File: src/rtl/adc_cmp_ctrl.sv
module adc_cmp_ctrl #(
  parameter int RES_W = 12,
  parameter int LAT   = 8
) (
  input  logic             clk,
  input  logic             rst_n,
  input  logic             ctl_wr,
  input  logic             ctl_start,
  input  logic             ctl_cmp_en,
  input  logic             ctl_upper,
  input  logic             ctl_cont,
  input  logic             ctl_irq_en,
  input  logic             ctl_async,
  input  logic [RES_W-1:0] cmp_val,
  input  logic             hw_trig,
  input  logic             res_rd,
  input  logic             wait_mode,
  input  logic             stop_mode,
  input  logic [RES_W-1:0] sample_in,
  output logic [RES_W-1:0] result,
  output logic             done_flag,
  output logic             irq,
  output logic             busy
);
  localparam int CW = $clog2(LAT + 1);
  localparam logic [CW-1:0] CNT_INIT = CW'(LAT - 1);

  logic          cmp_q, upper_q, cont_q, irqen_q, async_q;
  logic [CW-1:0] cnt;
  logic [RES_W:0] diff;

  wire stop_blk = stop_mode & ~async_q;
  wire sw_go    = ctl_wr & ctl_start & ~wait_mode;
  wire go       = (sw_go | hw_trig) & ~busy & ~stop_blk;
  wire done     = busy & (cnt == '0) & ~stop_blk;
  wire below    = diff[RES_W];
  wire hit      = ~cmp_q | (upper_q ? ~below : below);

  assign diff = {1'b0, sample_in} - {1'b0, cmp_val};
  assign irq  = done_flag & irqen_q;

  always_ff @(posedge clk or negedge rst_n) begin
    if (!rst_n) begin
      {cmp_q, upper_q, cont_q, irqen_q, async_q} <= '0;
    end else if (ctl_wr) begin
      {cmp_q, upper_q, cont_q, irqen_q, async_q} <=
        {ctl_cmp_en, ctl_upper, ctl_cont, ctl_irq_en, ctl_async};
    end
  end

  always_ff @(posedge clk or negedge rst_n) begin
    if (!rst_n) begin
      busy <= 1'b0;
      cnt  <= '0;
    end else if (stop_blk) begin
      busy <= 1'b0;
      cnt  <= '0;
    end else if (done) begin
      busy <= cont_q;
      cnt  <= CNT_INIT;
    end else if (go) begin
      busy <= 1'b1;
      cnt  <= CNT_INIT;
    end else if (busy) begin
      cnt  <= cnt - 1'b1;
    end
  end

  always_ff @(posedge clk or negedge rst_n) begin
    if (!rst_n) begin
      done_flag <= 1'b0;
      result    <= '0;
    end else if (done && hit) begin
      done_flag <= 1'b1;
      result    <= cmp_q ? diff[RES_W-1:0] : sample_in;
    end else if (res_rd || ctl_wr) begin
      done_flag <= 1'b0;
    end
  end

  a_r2_busy_from_start: assert property (@(posedge clk) disable iff (!rst_n)
    $rose(busy) |-> $past(go));
  a_r6_result_only_on_done: assert property (@(posedge clk) disable iff (!rst_n)
    !done |=> $stable(result));
  a_r6_fail_keeps_flag: assert property (@(posedge clk) disable iff (!rst_n)
    (done && !hit && !res_rd && !ctl_wr) |=> $stable(done_flag) && $stable(result));
  a_r7_flag_rise_needs_done: assert property (@(posedge clk) disable iff (!rst_n)
    $rose(done_flag) |-> $past(done));
  a_r9_cont_keeps_busy: assert property (@(posedge clk) disable iff (!rst_n)
    (done && cont_q) |=> busy);
  a_r11_stop_aborts: assert property (@(posedge clk) disable iff (!rst_n)
    (stop_mode && !async_q) |=> !busy);
endmodule

File: config.mk
export PLATFORM = sky130hd
export DESIGN_NAME = adc_cmp_ctrl
export DESIGN_NICKNAME = d
export VERILOG_FILES = /design/src/rtl/adc_cmp_ctrl.sv
export SDC_FILE = /design/constraint.sdc
export NUM_CORES = 1
export LEC_CHECK = 0
export ABC_AREA = 1
export BUFFER_PORTS_ARGS = -buffer_cell sky130_fd_sc_hd__buf_2
export CORE_MARGIN = 2
export CORE_UTILIZATION = 35
export CTS_CLUSTER_SIZE = 14
export DETAILED_ROUTE_END_ITERATION = 6
export MAX_ROUTING_LAYER = met4
export PLACE_DENSITY = 0.56
export SYNTH_ARGS = -nofsm -noshare
export SYNTH_HDL_FRONTEND = slang
export SYNTH_SLANG_ARGS = --single-unit
File: constraint.sdc
create_clock -name clk -period 2.2 [get_ports clk]
set_input_delay 0.11 -clock clk [delete_from_list [all_inputs] [get_ports clk]]
set_output_delay 0.11 -clock clk [all_outputs]
set_load 0.05 [all_outputs]
# --- Word level (Yosys, flattened, before mapping) ---
# Index checks and enable logic that the tools add are counted.
totals:
  out_inout_bits: 15
  regBits: 23
  inputBits: 37
  word_cells: 44
op_classes:
  n_bitwise: 16
  mux: 11
  n_reduce_logical: 6
  addsub: 2
op_table:
  columns: ["op", "n"]
  rows:
  - ["4-bit two-way mux", 4]
  - ["12-bit by 12-bit subtractor with 13-bit output", 1]
  - ["12-bit two-way mux", 1]
  - ["1-bit bitwise AND", 8]
  - ["1-bit two-way mux", 6]
  - ["1-bit NOT", 6]
  - ["4-bit zero test", 1]
  - ["4-bit nonzero test", 1]
  - ["4-bit by 1-bit subtractor with 4-bit output (second input constant)", 1]
  - ["3-bit nonzero test", 1]
  - ["1-bit OR", 2]
  - ["2-bit nonzero test", 1]
  - ["1-bit logical AND", 1]
  - ["1-bit logical OR", 1]

# --- Depth between registers and ports, before layout ---
depth:
  depth_word: 8
  mapped_depth: 14
  mapped_depth_nobuf: 14

# --- Least setup slack after synthesis ---
# No wires, ideal clock.
synth_path:
  kind: "input to register"
  startpoint: "in sample_in[0]"
  endpoint: "reg result[5]"
  arrival_time_ns: 1.548
  cell_stages: 14
  slack_ns: 0.534
  setup_time_ns: 0.117
  cell_sequence: "inv_1 ha_1 fa_1 inv_1 nand3_1 nand3_2 nand2_2 nand3_2 nand2_2 nand3_4 nand2_4 buf_12 nand2_2 nand2_1"
synth_via:
  elab_chain_len: 5
synth_rtl:
  columns: ["item", "line_no", "text"]
  rows:
  - ["start: declaration", "19", "input logic [RES_W-1:0] sample_in,"]
  - ["12-bit by 12-bit subtractor with 13-bit output (*)", "39", "assign diff = {1'b0, sample_in} - {1'b0, cmp_val};"]
  - ["1-bit NOT", "37", "wire hit = ~cmp_q | (upper_q ? ~below : below);"]
  - ["1-bit two-way mux", "37", null]
  - ["1-bit OR", "37", null]
  - ["1-bit logical AND", "73", "end else if (done && hit) begin"]
  - ["end signal: assignment", "75", "result <= cmp_q ? diff[RES_W-1:0] : sample_in;"]
  - ["end: declaration", "20", "output logic [RES_W-1:0] result,"]
# Mark *: on every way between the ends. The rest lies on a longest branch, timed or not.
# A chain may end at the register's enable or synchronous reset.

# --- Final worst setup path ---
layout_path:
  startpoint: "in sample_in[0]"
  endpoint: "reg result[9]"
# The elaborated chain is that of the path after synthesis.

==> run summary <==
- 596 — fill cell total of the finished layout
- 3 — cts bufs inserted
- 0.296 — share of synthesized area occupied by flip-flops and latches
- 0.822 — routability congestion estimate from global placement
- fa_1 — slowest stage cell, crit path
- 1940 sq um — Post-Syn Area
- 0.155 — Overall Global Routing Usage
- 3.58 mm — HPWL Detailed
- 0.0180 — xor-xnor portion of the synthesized cell area
- 0.00133 uW — standby leakage power
- 80 ps — clock transition at the registers of the reported paths
- 1720 ps — shortest clock period the worst path allows after layout
- 7.57 mm — first-pass GRT wire length
- 51 — Starting DRT DRC Count
- 328 — net count after synthesis
- primary input — nature of the critical path startpoint
- 507 ps — worst slew pin tran
- 23 — post-synthesis sequential element count
- 2360 ps — data required time of the worst path
- flip-flop — type of destination of the critical path
- buf_2 -> inv_1 -> ha_1 -> fa_1 -> inv_1 -> nand3_1 -> nand3_2 -> nand2_2 -> nand4_2 -> nand3_4 -> nand2_4 -> inv_1 -> nand2_1 -> nand2_1 — cells traversed along the worst timing path
- 23 — clock sink count
- 0 — number of antenna violations at the first check in global routing
- 1697 — number of global-route vias before repair
- 1 — level count of the clock H-tree
- 24 — maximum number of pins on one net before global-route repair
- 0 — synthesis warning total
- simple AND/OR/NAND/NOR gates — combinational family with the most area after synthesis
- 0 — count of nets left with antenna violations after detail routing
- 485 ps — final worst-path setup slack
- 4.27 mm — Routed WL
- 396 — cell total after placement
- 0.100 — area share of fa/ha/maj cells after synthesis
- 10.7 um — mean routed wirelength per cell
- 183 ps — worst slack, placed
- 260 ps — clock latency reported for the late side of the worst-skew pair
- 0.0972 — compound-cell area share of the yosys netlist
- 5440 sq um — Std-Cell Core Area
- 27 — number of cell rows
- in2reg — critical path start-end classification
- 0.780 — portion of the clock cycle consumed by the worst path in the final layout
- no — setup repair after global routing missed its margin
- 276 — Synth Instances
- 0 — GRT Residual Overflow
- 0 — number of antenna diodes
- 0.258 — share of final-layout standard cells stronger than drive strength 1
- 570 ps — internal reg-to-reg setup slack
- done — CTS tree
- 2260 sq um — placed inst area
- 0 — number of violations of the max-capacitance limit
- 0 ps — setup_tns
- 382 — final-stage net count
- 51 — quantity of I/O buffers inserted on ports
- 0.349 — synthesized-area fraction occupied by and/or/nand/nor cells
- 0 — Max Slew Vio Count
- 0.606 mV — Max rail drop VDD
- 1880 ps — arrival time reported for the critical path endpoint
- 2320 sq um — Final Cell Area
- 0 — final hold violation count
- clkbuf_8 — Clk Tree Root Cell
- 0.0270 — mux cell area share after synthesis
- 2 — maximum clock path buffer count
- 0 — number of endpoints failing setup at the final stage
- 0 — remaining design rule violation count
- 944 nW/um^2 — power per standard cell area
- finished clean — status
- 5.02 ps — Final Skew
- 11.5 ps — worst hold slack across all endpoints
- 78.5 um — overall die width
- 4 — first-pass iteration count of the detailed router
- 400 ps — largest incremental delay on the critical path
- 6160 sq um — full die area
- 4.57 — routed vias/inst
- 7.04 sq um — synthesized area per cell
- 0.357 — starting density of the core
- 32 — count of distinct cell types in the synthesized netlist
- 19 — highest net fanout along the worst path
- 0.662 — slew margin rel.
- in2reg — worst hold-check path type
- 52 — Top Ports
- 78.5 um — vertical extent of the die
- 401 — final standard cell count with taps included and fillers excluded
- 19.3% — post-synthesis to final-layout area growth
- 0.583 GHz — f_max
- inv_1 — cell repeated most along the worst path
- 1832 — vias
## Yosys cell counts
cell      instances  area [sq um]
fa_1              1          20.0
nor2_8            1          20.0
nand2_2          14          87.6
nand2_1          70           263
buf_1             1          3.75
nor2_1           22          82.6
nor2_4            1          11.3
mux2_2            2          22.5
buf_2             2          10.0
ha_1             14           175
o21bai_1          3          22.5
buf_12            1          20.0
o21ai_2           2          17.5
inv_1            44           165
nand4_1           4          25.0
clkinv_1          1          3.75
o31ai_1           1          7.51
o22ai_1           1          6.26
nand3_1          24           120
nand3_4           1          17.5
o21ai_0          13          65.1
xor2_1            3          26.3
xnor2_1           1          8.76
mux2i_1           3          30.0
nand3b_1          1          7.51
o21ai_1           3          15.0
nand3_2           2          20.0
a21oi_1          11          55.1
nand4_2           1          12.5
nand2_4           1          11.3
inv_2             4          15.0
dfrtp_1          23           576
## cells by family after synthesis
group,Yosys count
and+or+nand+nor,142
buffers and inverters,53
AOI/OAI and AO/OA,34
DFF,23
adders and majority gates,15
muxes,5
xor gates and xnor gates,4
## layout make-up
cell class / instances / area [sq um] / share of cell area
inverter: 49 / 184 / 0.0793
timing repair buffer: 53 / 273 / 0.118
tap: 72 / 90.1 / 0.0389
sequential: 23 / 576 / 0.248
clock inverter: 1 / 5.00 / 0.00216
multi-input combinational: 200 / 1150 / 0.496
clock buffer: 3 / 41.3 / 0.0178
## final timing paths
path                                        from                    end  cells after the start
min in group asynchronous                  rst_n    async_q$_DFFE_PN0P_                      2
max in group asynchronous                  rst_n  result[1]$_DFFE_PN0P_                      2
min                                       res_rd  done_flag$_DFFE_PN0P_                      2
min reg2reg                result[1]$_DFFE_PN0P_  result[1]$_DFFE_PN0P_                      2
max                                 sample_in[0]  result[9]$_DFFE_PN0P_                     14
max reg2reg                   cnt[0]$_DFFE_PN0P_     cnt[1]$_DFFE_PN0P_                      9
## worst max-delay path: cells and delay by family
family / cells / cell delay [ps]
buffers and inverters: 4 / 340
AND/OR/NAND/NOR: 8 / 810
adder cells (fa/ha/maj): 2 / 590
## power by group
| part | internal, uW | switching [uW] | leakage (uW) | total (uW) |
|---|---|---|---|---|
| clock | 126 | 128 | 0.0000255 | 254 |
| combinational | 362 | 879 | 0.00102 | 1240 |
| sequential | 588 | 105 | 0.000282 | 693 |
## state kept, by name (all words and copies together), names as in the netlist
name	cells
busy	1
cont_q	1
result	12
async_q	1
cnt	4
irqen_q	1
cmp_q	1
upper_q	1
done_flag	1
## stage by stage
stage	total power, uW	util
after floorplan	1670	-
after global placement	1940	0.416
after detailed placement	1950	0.416
after CTS	2220	0.426
after global routing	2380	0.426
final	2190	0.426
## routing by layer
metal | GRT usage | vias to the layer above | routed length (um)
li1 | - | 984 | -
met3 | 0.0264 | 2 | 192
met2 | 0.249 | 41 | 1940
met4 | 0.0158 | 0 | 19
met5 | - | - | 0
met1 | 0.214 | 805 | 2130
## cells in the final DEF, fill, tap and decap left out, drive strengths merged
master	n
dfrtp	23
o21ai	18
nand2	85
xnor2	1
o31ai	1
ha	14
buf	52
o22ai	1
dlygate4sd3	1
nor2	24
nand3	27
mux2	2
fa	1
inv	48
clkinv	2
nand3b	1
mux2i	3
clkbuf	3
a21oi	11
nand4	5
xor2	3
o21bai	3
## repair_timing
action	in CTS	in global routing
buffers inserted	0	0
gates resized for setup	0	0
endpoints found under the hold margin	23	0
hold buffers	1	0
No activity file was read; power rests on OpenSTA's default activity.
